File: src/rtl/gpio_edge_pkg.sv
package gpio_edge_pkg;

    localparam int REG_ADDR_W = 4;

    typedef enum logic [REG_ADDR_W-1:0] {
        RA_IRQ_STAT  = 4'd0,
        RA_EDGE_KIND = 4'd1,
        RA_RISE_EN   = 4'd2,
        RA_FALL_EN   = 4'd3,
        RA_LEVEL     = 4'd4,
        RA_DIR       = 4'd5,
        RA_INVERT    = 4'd6,
        RA_OUT_SET   = 4'd7,
        RA_OUT_CLR   = 4'd8,
        RA_OUT_TOG   = 4'd9
    } reg_addr_e;

    typedef enum logic [1:0] {
        OUT_HOLD,
        OUT_SET,
        OUT_CLR,
        OUT_TOG
    } out_op_e;

    // One decoded register-port write; at most one field is active.
    typedef struct packed {
        logic    stat_w1c;
        logic    rise_en;
        logic    fall_en;
        logic    dir;
        logic    invert;
        out_op_e out_op;
    } wr_cmd_t;

    function automatic wr_cmd_t decode_write(
        input logic                  sel,
        input logic                  we,
        input logic [REG_ADDR_W-1:0] addr
    );
        wr_cmd_t c;
        c = '0;
        c.out_op = OUT_HOLD;
        if (sel && we) begin
            case (reg_addr_e'(addr))
                RA_IRQ_STAT: c.stat_w1c = 1'b1;
                RA_RISE_EN:  c.rise_en  = 1'b1;
                RA_FALL_EN:  c.fall_en  = 1'b1;
                RA_DIR:      c.dir      = 1'b1;
                RA_INVERT:   c.invert   = 1'b1;
                RA_OUT_SET:  c.out_op   = OUT_SET;
                RA_OUT_CLR:  c.out_op   = OUT_CLR;
                RA_OUT_TOG:  c.out_op   = OUT_TOG;
                default:     c.out_op   = OUT_HOLD;
            endcase
        end
        return c;
    endfunction

endpackage

File: src/rtl/gpio_in_sync.sv
module gpio_in_sync #(
    parameter int WIDTH  = 32,
    parameter int STAGES = 2
) (
    input  logic             clk,
    input  logic             rst,
    input  logic [WIDTH-1:0] async_in,
    output logic [WIDTH-1:0] sync_out
);

    logic [STAGES-1:0][WIDTH-1:0] chain_q;

    always_ff @(posedge clk) begin
        if (rst) begin
            chain_q <= '0;
        end else begin
            chain_q[0] <= async_in;
            for (int s = 1; s < STAGES; s++) begin
                chain_q[s] <= chain_q[s-1];
            end
        end
    end

    assign sync_out = chain_q[STAGES-1];

endmodule

File: src/rtl/gpio_cfg_regs.sv
module gpio_cfg_regs
    import gpio_edge_pkg::*;
#(
    parameter int NPINS = 32
) (
    input  logic             clk,
    input  logic             rst,
    input  wr_cmd_t          cmd,
    input  logic [NPINS-1:0] wval,
    output logic [NPINS-1:0] dir_q,
    output logic [NPINS-1:0] inv_q,
    output logic [NPINS-1:0] rise_en_q,
    output logic [NPINS-1:0] fall_en_q,
    output logic [NPINS-1:0] out_q
);

    always_ff @(posedge clk) begin
        if (rst) begin
            dir_q     <= '0;
            inv_q     <= '0;
            rise_en_q <= '0;
            fall_en_q <= '0;
            out_q     <= '0;
        end else begin
            if (cmd.dir)     dir_q     <= wval;
            if (cmd.invert)  inv_q     <= wval;
            if (cmd.rise_en) rise_en_q <= wval;
            if (cmd.fall_en) fall_en_q <= wval;
            case (cmd.out_op)
                OUT_SET: out_q <= out_q | wval;
                OUT_CLR: out_q <= out_q & ~wval;
                OUT_TOG: out_q <= out_q ^ wval;
                default: out_q <= out_q;
            endcase
        end
    end

endmodule

File: src/rtl/gpio_edge_unit.sv
module gpio_edge_unit #(
    parameter int NPINS = 32
) (
    input  logic             clk,
    input  logic             rst,
    input  logic [NPINS-1:0] level_sync,
    input  logic [NPINS-1:0] dir,
    input  logic [NPINS-1:0] inv,
    input  logic [NPINS-1:0] rise_en,
    input  logic [NPINS-1:0] fall_en,
    input  logic [NPINS-1:0] clr_mask,
    output logic [NPINS-1:0] stat_q,
    output logic [NPINS-1:0] kind_q
);

    logic [NPINS-1:0] prev_q;
    logic [NPINS-1:0] rise;
    logic [NPINS-1:0] fall;
    logic [NPINS-1:0] hit;

    // Both samples are corrected with the current inversion bit, so
    // rewriting the inversion alone never looks like a transition.
    for (genvar i = 0; i < NPINS; i++) begin : g_pin
        logic lvl_now;
        logic lvl_was;
        assign lvl_now = level_sync[i] ^ inv[i];
        assign lvl_was = prev_q[i] ^ inv[i];
        assign rise[i] = ~dir[i] & ~lvl_was & lvl_now;
        assign fall[i] = ~dir[i] & lvl_was & ~lvl_now;
        assign hit[i]  = (rise[i] & rise_en[i]) | (fall[i] & fall_en[i]);
    end

    always_ff @(posedge clk) begin
        if (rst) begin
            prev_q <= '0;
            stat_q <= '0;
            kind_q <= '0;
        end else begin
            prev_q <= level_sync;
            stat_q <= (stat_q & ~clr_mask) | hit;
            kind_q <= (kind_q & ~hit) | (rise & hit);
        end
    end

endmodule

File: src/rtl/gpio_edge_ctrl.sv
module gpio_edge_ctrl
    import gpio_edge_pkg::*;
#(
    parameter int NPINS       = 32,
    parameter int DATA_W      = 32,
    parameter int SYNC_STAGES = 2
) (
    input  logic                  clk,
    input  logic                  rst,
    input  logic                  bus_sel,
    input  logic                  bus_we,
    input  logic [REG_ADDR_W-1:0] bus_addr,
    input  logic [DATA_W-1:0]     bus_wdata,
    output logic [DATA_W-1:0]     bus_rdata,
    input  logic [NPINS-1:0]      pad_in,
    output logic [NPINS-1:0]      pad_out,
    output logic [NPINS-1:0]      pad_oe,
    output logic                  irq
);

    wr_cmd_t          cmd;
    logic [NPINS-1:0] wval;
    logic [NPINS-1:0] sync_lvl;
    logic [NPINS-1:0] dir_q;
    logic [NPINS-1:0] inv_q;
    logic [NPINS-1:0] ren_q;
    logic [NPINS-1:0] fen_q;
    logic [NPINS-1:0] out_q;
    logic [NPINS-1:0] stat_q;
    logic [NPINS-1:0] kind_q;
    logic [NPINS-1:0] clr_mask;
    logic [NPINS-1:0] level_view;
    logic [NPINS-1:0] rd_pins;

    assign cmd      = decode_write(bus_sel, bus_we, bus_addr);
    assign wval     = bus_wdata[NPINS-1:0];
    assign clr_mask = cmd.stat_w1c ? wval : '0;

    gpio_in_sync #(
        .WIDTH  (NPINS),
        .STAGES (SYNC_STAGES)
    ) u_sync (
        .clk      (clk),
        .rst      (rst),
        .async_in (pad_in),
        .sync_out (sync_lvl)
    );

    gpio_cfg_regs #(
        .NPINS (NPINS)
    ) u_cfg (
        .clk       (clk),
        .rst       (rst),
        .cmd       (cmd),
        .wval      (wval),
        .dir_q     (dir_q),
        .inv_q     (inv_q),
        .rise_en_q (ren_q),
        .fall_en_q (fen_q),
        .out_q     (out_q)
    );

    gpio_edge_unit #(
        .NPINS (NPINS)
    ) u_edge (
        .clk        (clk),
        .rst        (rst),
        .level_sync (sync_lvl),
        .dir        (dir_q),
        .inv        (inv_q),
        .rise_en    (ren_q),
        .fall_en    (fen_q),
        .clr_mask   (clr_mask),
        .stat_q     (stat_q),
        .kind_q     (kind_q)
    );

    assign level_view = (dir_q & out_q) | (~dir_q & (sync_lvl ^ inv_q));

    always_comb begin
        case (reg_addr_e'(bus_addr))
            RA_IRQ_STAT:  rd_pins = stat_q;
            RA_EDGE_KIND: rd_pins = kind_q;
            RA_RISE_EN:   rd_pins = ren_q;
            RA_FALL_EN:   rd_pins = fen_q;
            RA_LEVEL:     rd_pins = level_view;
            RA_DIR:       rd_pins = dir_q;
            RA_INVERT:    rd_pins = inv_q;
            default:      rd_pins = '0;
        endcase
        bus_rdata = '0;
        if (bus_sel) begin
            bus_rdata[NPINS-1:0] = rd_pins;
        end
    end

    assign pad_out = (out_q ^ inv_q) & dir_q;
    assign pad_oe  = dir_q;
    assign irq     = |stat_q;

endmodule

File: config.mk
export PLATFORM = sky130hd
export DESIGN_NAME = gpio_edge_ctrl
export DESIGN_NICKNAME = d
export VERILOG_FILES = /design/src/rtl/gpio_edge_pkg.sv /design/src/rtl/gpio_in_sync.sv /design/src/rtl/gpio_cfg_regs.sv /design/src/rtl/gpio_edge_unit.sv /design/src/rtl/gpio_edge_ctrl.sv
export SDC_FILE = /design/constraint.sdc
export NUM_CORES = 1
export LEC_CHECK = 0
export ABC_AREA = 1
export CAP_MARGIN = 10
export CORE_ASPECT_RATIO = 2
export CORE_UTILIZATION = 59
export CTS_BUF_LIST = sky130_fd_sc_hd__clkbuf_4 sky130_fd_sc_hd__clkbuf_8
export DETAILED_ROUTE_END_ITERATION = 8
export PLACE_DENSITY = 0.88
export SYNTH_ARGS = -nofsm -noshare
export SYNTH_HDL_FRONTEND = slang
export SYNTH_SLANG_ARGS = --single-unit
export TNS_END_PERCENT = 50
File: constraint.sdc
create_clock -name clk -period 1.3 [get_ports clk]
set_input_delay 0.13 -clock clk [delete_from_list [all_inputs] [get_ports clk]]
set_output_delay 0.13 -clock clk [all_outputs]
set_load 0.02 [all_outputs]
==> impl_metrics.json, run 1 <==
{
  "outcome": "stopped before the end",
  "stop_stage": "5_1_grt",
  "error": "[ERROR GRT-0116] Global routing finished with congestion. Check the congestion regions in the DRC Viewer.",
  "hpwl_mm": 39.8,
  "syn_nets": 2557,
  "syn_avg_cell_area_sq_um": 6.74,
  "muxShareOfSynthArea_pct": 0,
  "grt_pass1_wl_mm": 139,
  "die_h_um": 237,
  "cts_buffers": 47,
  "cts_root_buffer": "clkbuf_8",
  "synth_seq_area_share_pct": 39.3,
  "syn_inst": 2421,
  "grt_pass1_vias": 24300,
  "synth_edf_count": 0,
  "ys_types": 23,
  "io_pins": 169,
  "ys_async_sr_fraction_pct": 0,
  "place_congestion": 0.983,
  "clock-sinks": 320,
  "synth_area_leaders": "dfxtp_1, nor2_1, nand2_1",
  "pre_cts_ws_ns": -1.37,
  "clockBufferDepth": 3,
  "synthTopCellsByCount": "nor2_1, nand2_1, inv_1",
  "synth_seq_cells": 320,
  "initial_utilization_pct": 60.4,
  "port_buffers": 168,
  "yosys.area.top_type_share_pct": 39.3,
  "cts_max_level": 2,
  "synth_top_area_cell": "dfxtp_1",
  "synth_area_sq_mm": 0.0163,
  "grt_use_total_pct": 64.9,
  "yosys.area_share.simple_pct": 26.8,
  "synth_ff_type": "dfxtp_1",
  "synth_top_family_by_area": "simple AND/OR/NAND/NOR gates",
  "die_width_um": 120,
  "yosysWarnings": 0,
  "grt_overflow": 34,
  "synth-xor-area-share_pct": 3.38,
  "synth_most_common_cell": "nor2_1",
  "grt_max_degree": 55,
  "rows": 85,
  "synth_compound_area_share_pct": 14.6,
  "synth_fa_ha_area_share_pct": 4.91
}
-- cell families after synthesis --
kind of cell,after synthesis
fa+ha+maj,64
flops,320
xor+xnor,63
buf+inv,453
compound gates,477
simple gates,1044
-- stage by stage --
step / setup TNS (ns) / cells / instance area [sq um] / hold slack [ns]
2_1_floorplan: -1.06 / 2421 / 16400 / 0.237
3_3_place_gp: -167.94 / 3137 / 20800 / 0.390
3_5_place_dp: -181.83 / 3137 / 20800 / 0.394
4_1_cts: -28.74 / 3268 / 23300 / 0.0186
-- timing repair --
item / in CTS
hold endpoints to repair: 51
setup endpoints to repair: 288
setup buffers: 49
cloned: 3
pin swaps: 70
resized for setup: 1004
hold buffers: 1
-- layer usage --
| layer | GRT usage [%] | overflow |
|---|---|---|
| met1 | 66.8 | 2 |
| met2 | 87.6 | 11 |
| met3 | 41.5 | 3 |
| met4 | 60.5 | 18 |
| met5 | 5.00 | 0 |
==> run 2, diff against run 1 <==
--- a/config.mk
+++ b/config.mk
@@ -7,11 +7,9 @@
 export LEC_CHECK = 0
 export ABC_AREA = 1
 export CAP_MARGIN = 10
-export CORE_ASPECT_RATIO = 2
-export CORE_UTILIZATION = 59
-export CTS_BUF_LIST = sky130_fd_sc_hd__clkbuf_4 sky130_fd_sc_hd__clkbuf_8
+export CORE_UTILIZATION = 40
 export DETAILED_ROUTE_END_ITERATION = 8
-export PLACE_DENSITY = 0.88
+export PLACE_DENSITY_LB_ADDON = 0.15
 export SYNTH_ARGS = -nofsm -noshare
 export SYNTH_HDL_FRONTEND = slang
 export SYNTH_SLANG_ARGS = --single-unit
==> impl_metrics.json, run 2 <==
{
  "tightest_slew_ns": 0.466,
  "holdPathStages": 3,
  "core_sq_mm": 0.0400,
  "grt_use_total_pct": 28.2,
  "crit_arrival_ns": 1.72,
  "crit_cells": 5,
  "worst_path_max_delay_cell": "dfxtp_1",
  "dr.pass1.iters": 7,
  "port_buffers": 168,
  "cp-start-kind": "flop",
  "syn_avg_cell_area_sq_um": 6.74,
  "ant_nets": 0,
  "power.density_mw_per_mm2": 963,
  "cts_tree": "yes",
  "synth_edf_count": 0,
  "reg2reg_depth": 8,
  "cts_max_level": 2,
  "rows": 73,
  "worst_slack_ns": -0.546,
  "synth_area_leaders": "dfxtp_1, nor2_1, nand2_1",
  "relSlewSlack_pct": 69.0,
  "p_seq_share_pct": 41.7,
  "hold_class": "in2reg",
  "p_leak_nw": 10.6,
  "slowest_delay_ns": 0.31,
  "grt_use_met2_pct": 48.3,
  "outcome": "finished, violations left",
  "skew_ns": 0.0198,
  "max-cap-violations": 0,
  "worstPathCellList": "inv_2 > nand4_1 > nor2_2 > nand4_1 > buf_6",
  "synth_top_area_cell": "dfxtp_1",
  "final_nets": 3083,
  "synth_most_common_cell": "nor2_1",
  "cts.clk_slew.worst_paths_ns": 0.06,
  "die_width_um": 204,
  "hold_buffers": 0,
  "crit_top_cell": "nand4_1",
  "final_common_cell": "nor2_1",
  "startpoint": "u_edge.stat_q[13]$_SDFF_PP0_",
  "hold_violations": 0,
  "fin_crit_sh_pct": 142,
  "top_usage_layer": "met2",
  "synth_ff_type": "dfxtp_1",
  "drive_gt1_share_pct": 35.4,
  "cts_root_buffer": "clkbuf_16",
  "io_pins": 169,
  "grt_max_degree": 77,
  "crit_fanout": 3,
  "ys_types": 23,
  "totalWireLength_mm": 59.9,
  "r2r-start": "u_cfg.inv_q[5]$_SDFFE_PP0P_",
  "grt_pass1_wl_mm": 91.9,
  "cts_buffers": 39,
  "synth_seq_area_share_pct": 39.3,
  "rsz0062_at_grt": "yes",
  "grt_use_met1_pct": 35.5,
  "internal-power_mw": 18.1,
  "cp.required_ns": 1.17,
  "setup_violations": 75,
  "place_congestion": 0.888,
  "stdcell_area_sq_mm": 0.0251,
  "final_cell_mix": "nor2_1, nand2_1, buf_4",
  "clk-insertion-delay-late_ns": 0.56,
  "die_h_um": 204,
  "layout_min_cycle_time_ns": 1.85,
  "ys_async_sr_fraction_pct": 0,
  "yosys.area.top_type_share_pct": 39.3,
  "pre_cts_ws_ns": -1.40,
  "drc_errors": 0,
  "max_freq_mhz": 542,
  "via_per_inst": 5.09,
  "grt_use_met3_pct": 4.08,
  "synthTopCellsByCount": "nor2_1, nand2_1, inv_1",
  "drtIter0Drc": 1250,
  "placed_area_sq_mm": 0.0211,
  "violations": "setup timing",
  "dieArea_sq_mm": 0.0416,
  "areaGrowthSynthToFinish_pct": 53.9,
  "grt_pass1_vias": 17400,
  "p_comb_share_pct": 11.4,
  "hpwl_mm": 37.8,
  "crit_type": "reg2out",
  "synth_area_sq_mm": 0.0163,
  "syn_nets": 2557,
  "grt_overflow": 0,
  "switching_power_mw": 6.02,
  "irDropWorstVdd_mv": 0.670,
  "clockBufferDepth": 3,
  "clock-sinks": 320,
  "synth_seq_cells": 320,
  "initial_utilization_pct": 40.8,
  "clock_power_share_pct": 46.8,
  "switching_share_pct": 24.9,
  "wl_per_cell_um": 17.1,
  "crit_buf_inv": 2,
  "antenna_found_initial": 2,
  "syn_inst": 2421,
  "post-route-util_pct": 62.7,
  "crit_path_end_kind": "output pin",
  "yosysWarnings": 0,
  "vias": 17800,
  "cp_top_family": "simple AND/OR/NAND/NOR gates",
  "hp-start": "rst",
  "slew_violations": 0
}
## run 2: cells by family (layout without fill, tap and decap cells)
kind of cell             after synthesis  after routing  share of synthesized area, %
other                                  0              3                             0
XOR/XNOR                              63             63                          3.38
AO/OA/AOI/OAI                        477            477                          14.6
adder cells (fa/ha/maj)               64             64                          4.91
buffers and inverters                453           1009                          11.0
AND/OR/NAND/NOR                     1044           1044                          26.8
flip-flops                           320            320                          39.3
## run 2: layer usage
| layer | vias up | part of all wire (%) | routed length (um) |
|---|---|---|---|
| met1 | 8365 | 43 | 25800 |
| li1 | 8712 | - | - |
| met4 | 0 | 3.7 | 2240 |
| met2 | 600 | 47 | 28300 |
| met5 | - | 0 | 0 |
| met3 | 150 | 5.8 | 3500 |
## run 2: per-stage QoR
stage / power (mW) / hold slack, ns / cells / setup TNS, ns
after detailed placement: 12.6 / 0.396 / 3332 / -172.54
after CTS: 24.2 / 0.0461 / 3483 / -24.19
after global routing: 25.0 / 0.0668 / 3504 / -28.33
final: 24.2 / 0.0368 / 3505 / -23.17
after floorplan: 11.4 / 0.237 / 2421 / -1.06
after global placement: 12.6 / 0.390 / 3332 / -167.71
## run 2: worst reg2reg max path, stage by stage (launching register included)
cell and delay, ns:
dfxtp_4 0.37, xor2_4 0.19, buf_4 0.13, buf_4 0.12, buf_4 0.12, nand3_1 0.09, nand2_1 0.09, nor2_1 0.10
nor2_1 0.04
## run 2: area by class of cell
cell class                 instances  area, sq um
antenna                            3         7.51
clock buffer                      62         1200
clock inverter                     9          123
fill                            3493        14900
inverter                         331         1290
multi-input combinational       1648         9200
sequential                       320         6730
tap                              525          657
timing repair buffer             607         5890
## run 2: final timing paths
check | to | slack (ns)
min | u_sync.chain_q[24]$_SDFF_PP0_ | 0.04
max | irq | -0.55
max reg2reg | u_edge.stat_q[5]$_SDFF_PP0_ | -0.08
min reg2reg | u_sync.sync_out[26]$_SDFF_PP0_ | 0.39
## run 2: timing repair
| action | CTS | global route |
|---|---|---|
| buffers inserted | 83 | 26 |
| setup endpoints to repair | 282 | 184 |
| pin swaps | 81 | 91 |
| resized for setup | 1016 | 240 |
| cloned | 7 | 0 |
## run 2: power groups by stage
stage               clock, mW  combinational, mW  sequential [mW]
floorplan                   0               1.06             10.3
global placement            0               2.24             10.4
detailed placement          0               2.29             10.4
CTS                      11.5               2.58             10.1
global route             11.9               2.99             10.1
finish                   11.3               2.77             10.1
Note: power is estimated with default switching activity, not from simulation.
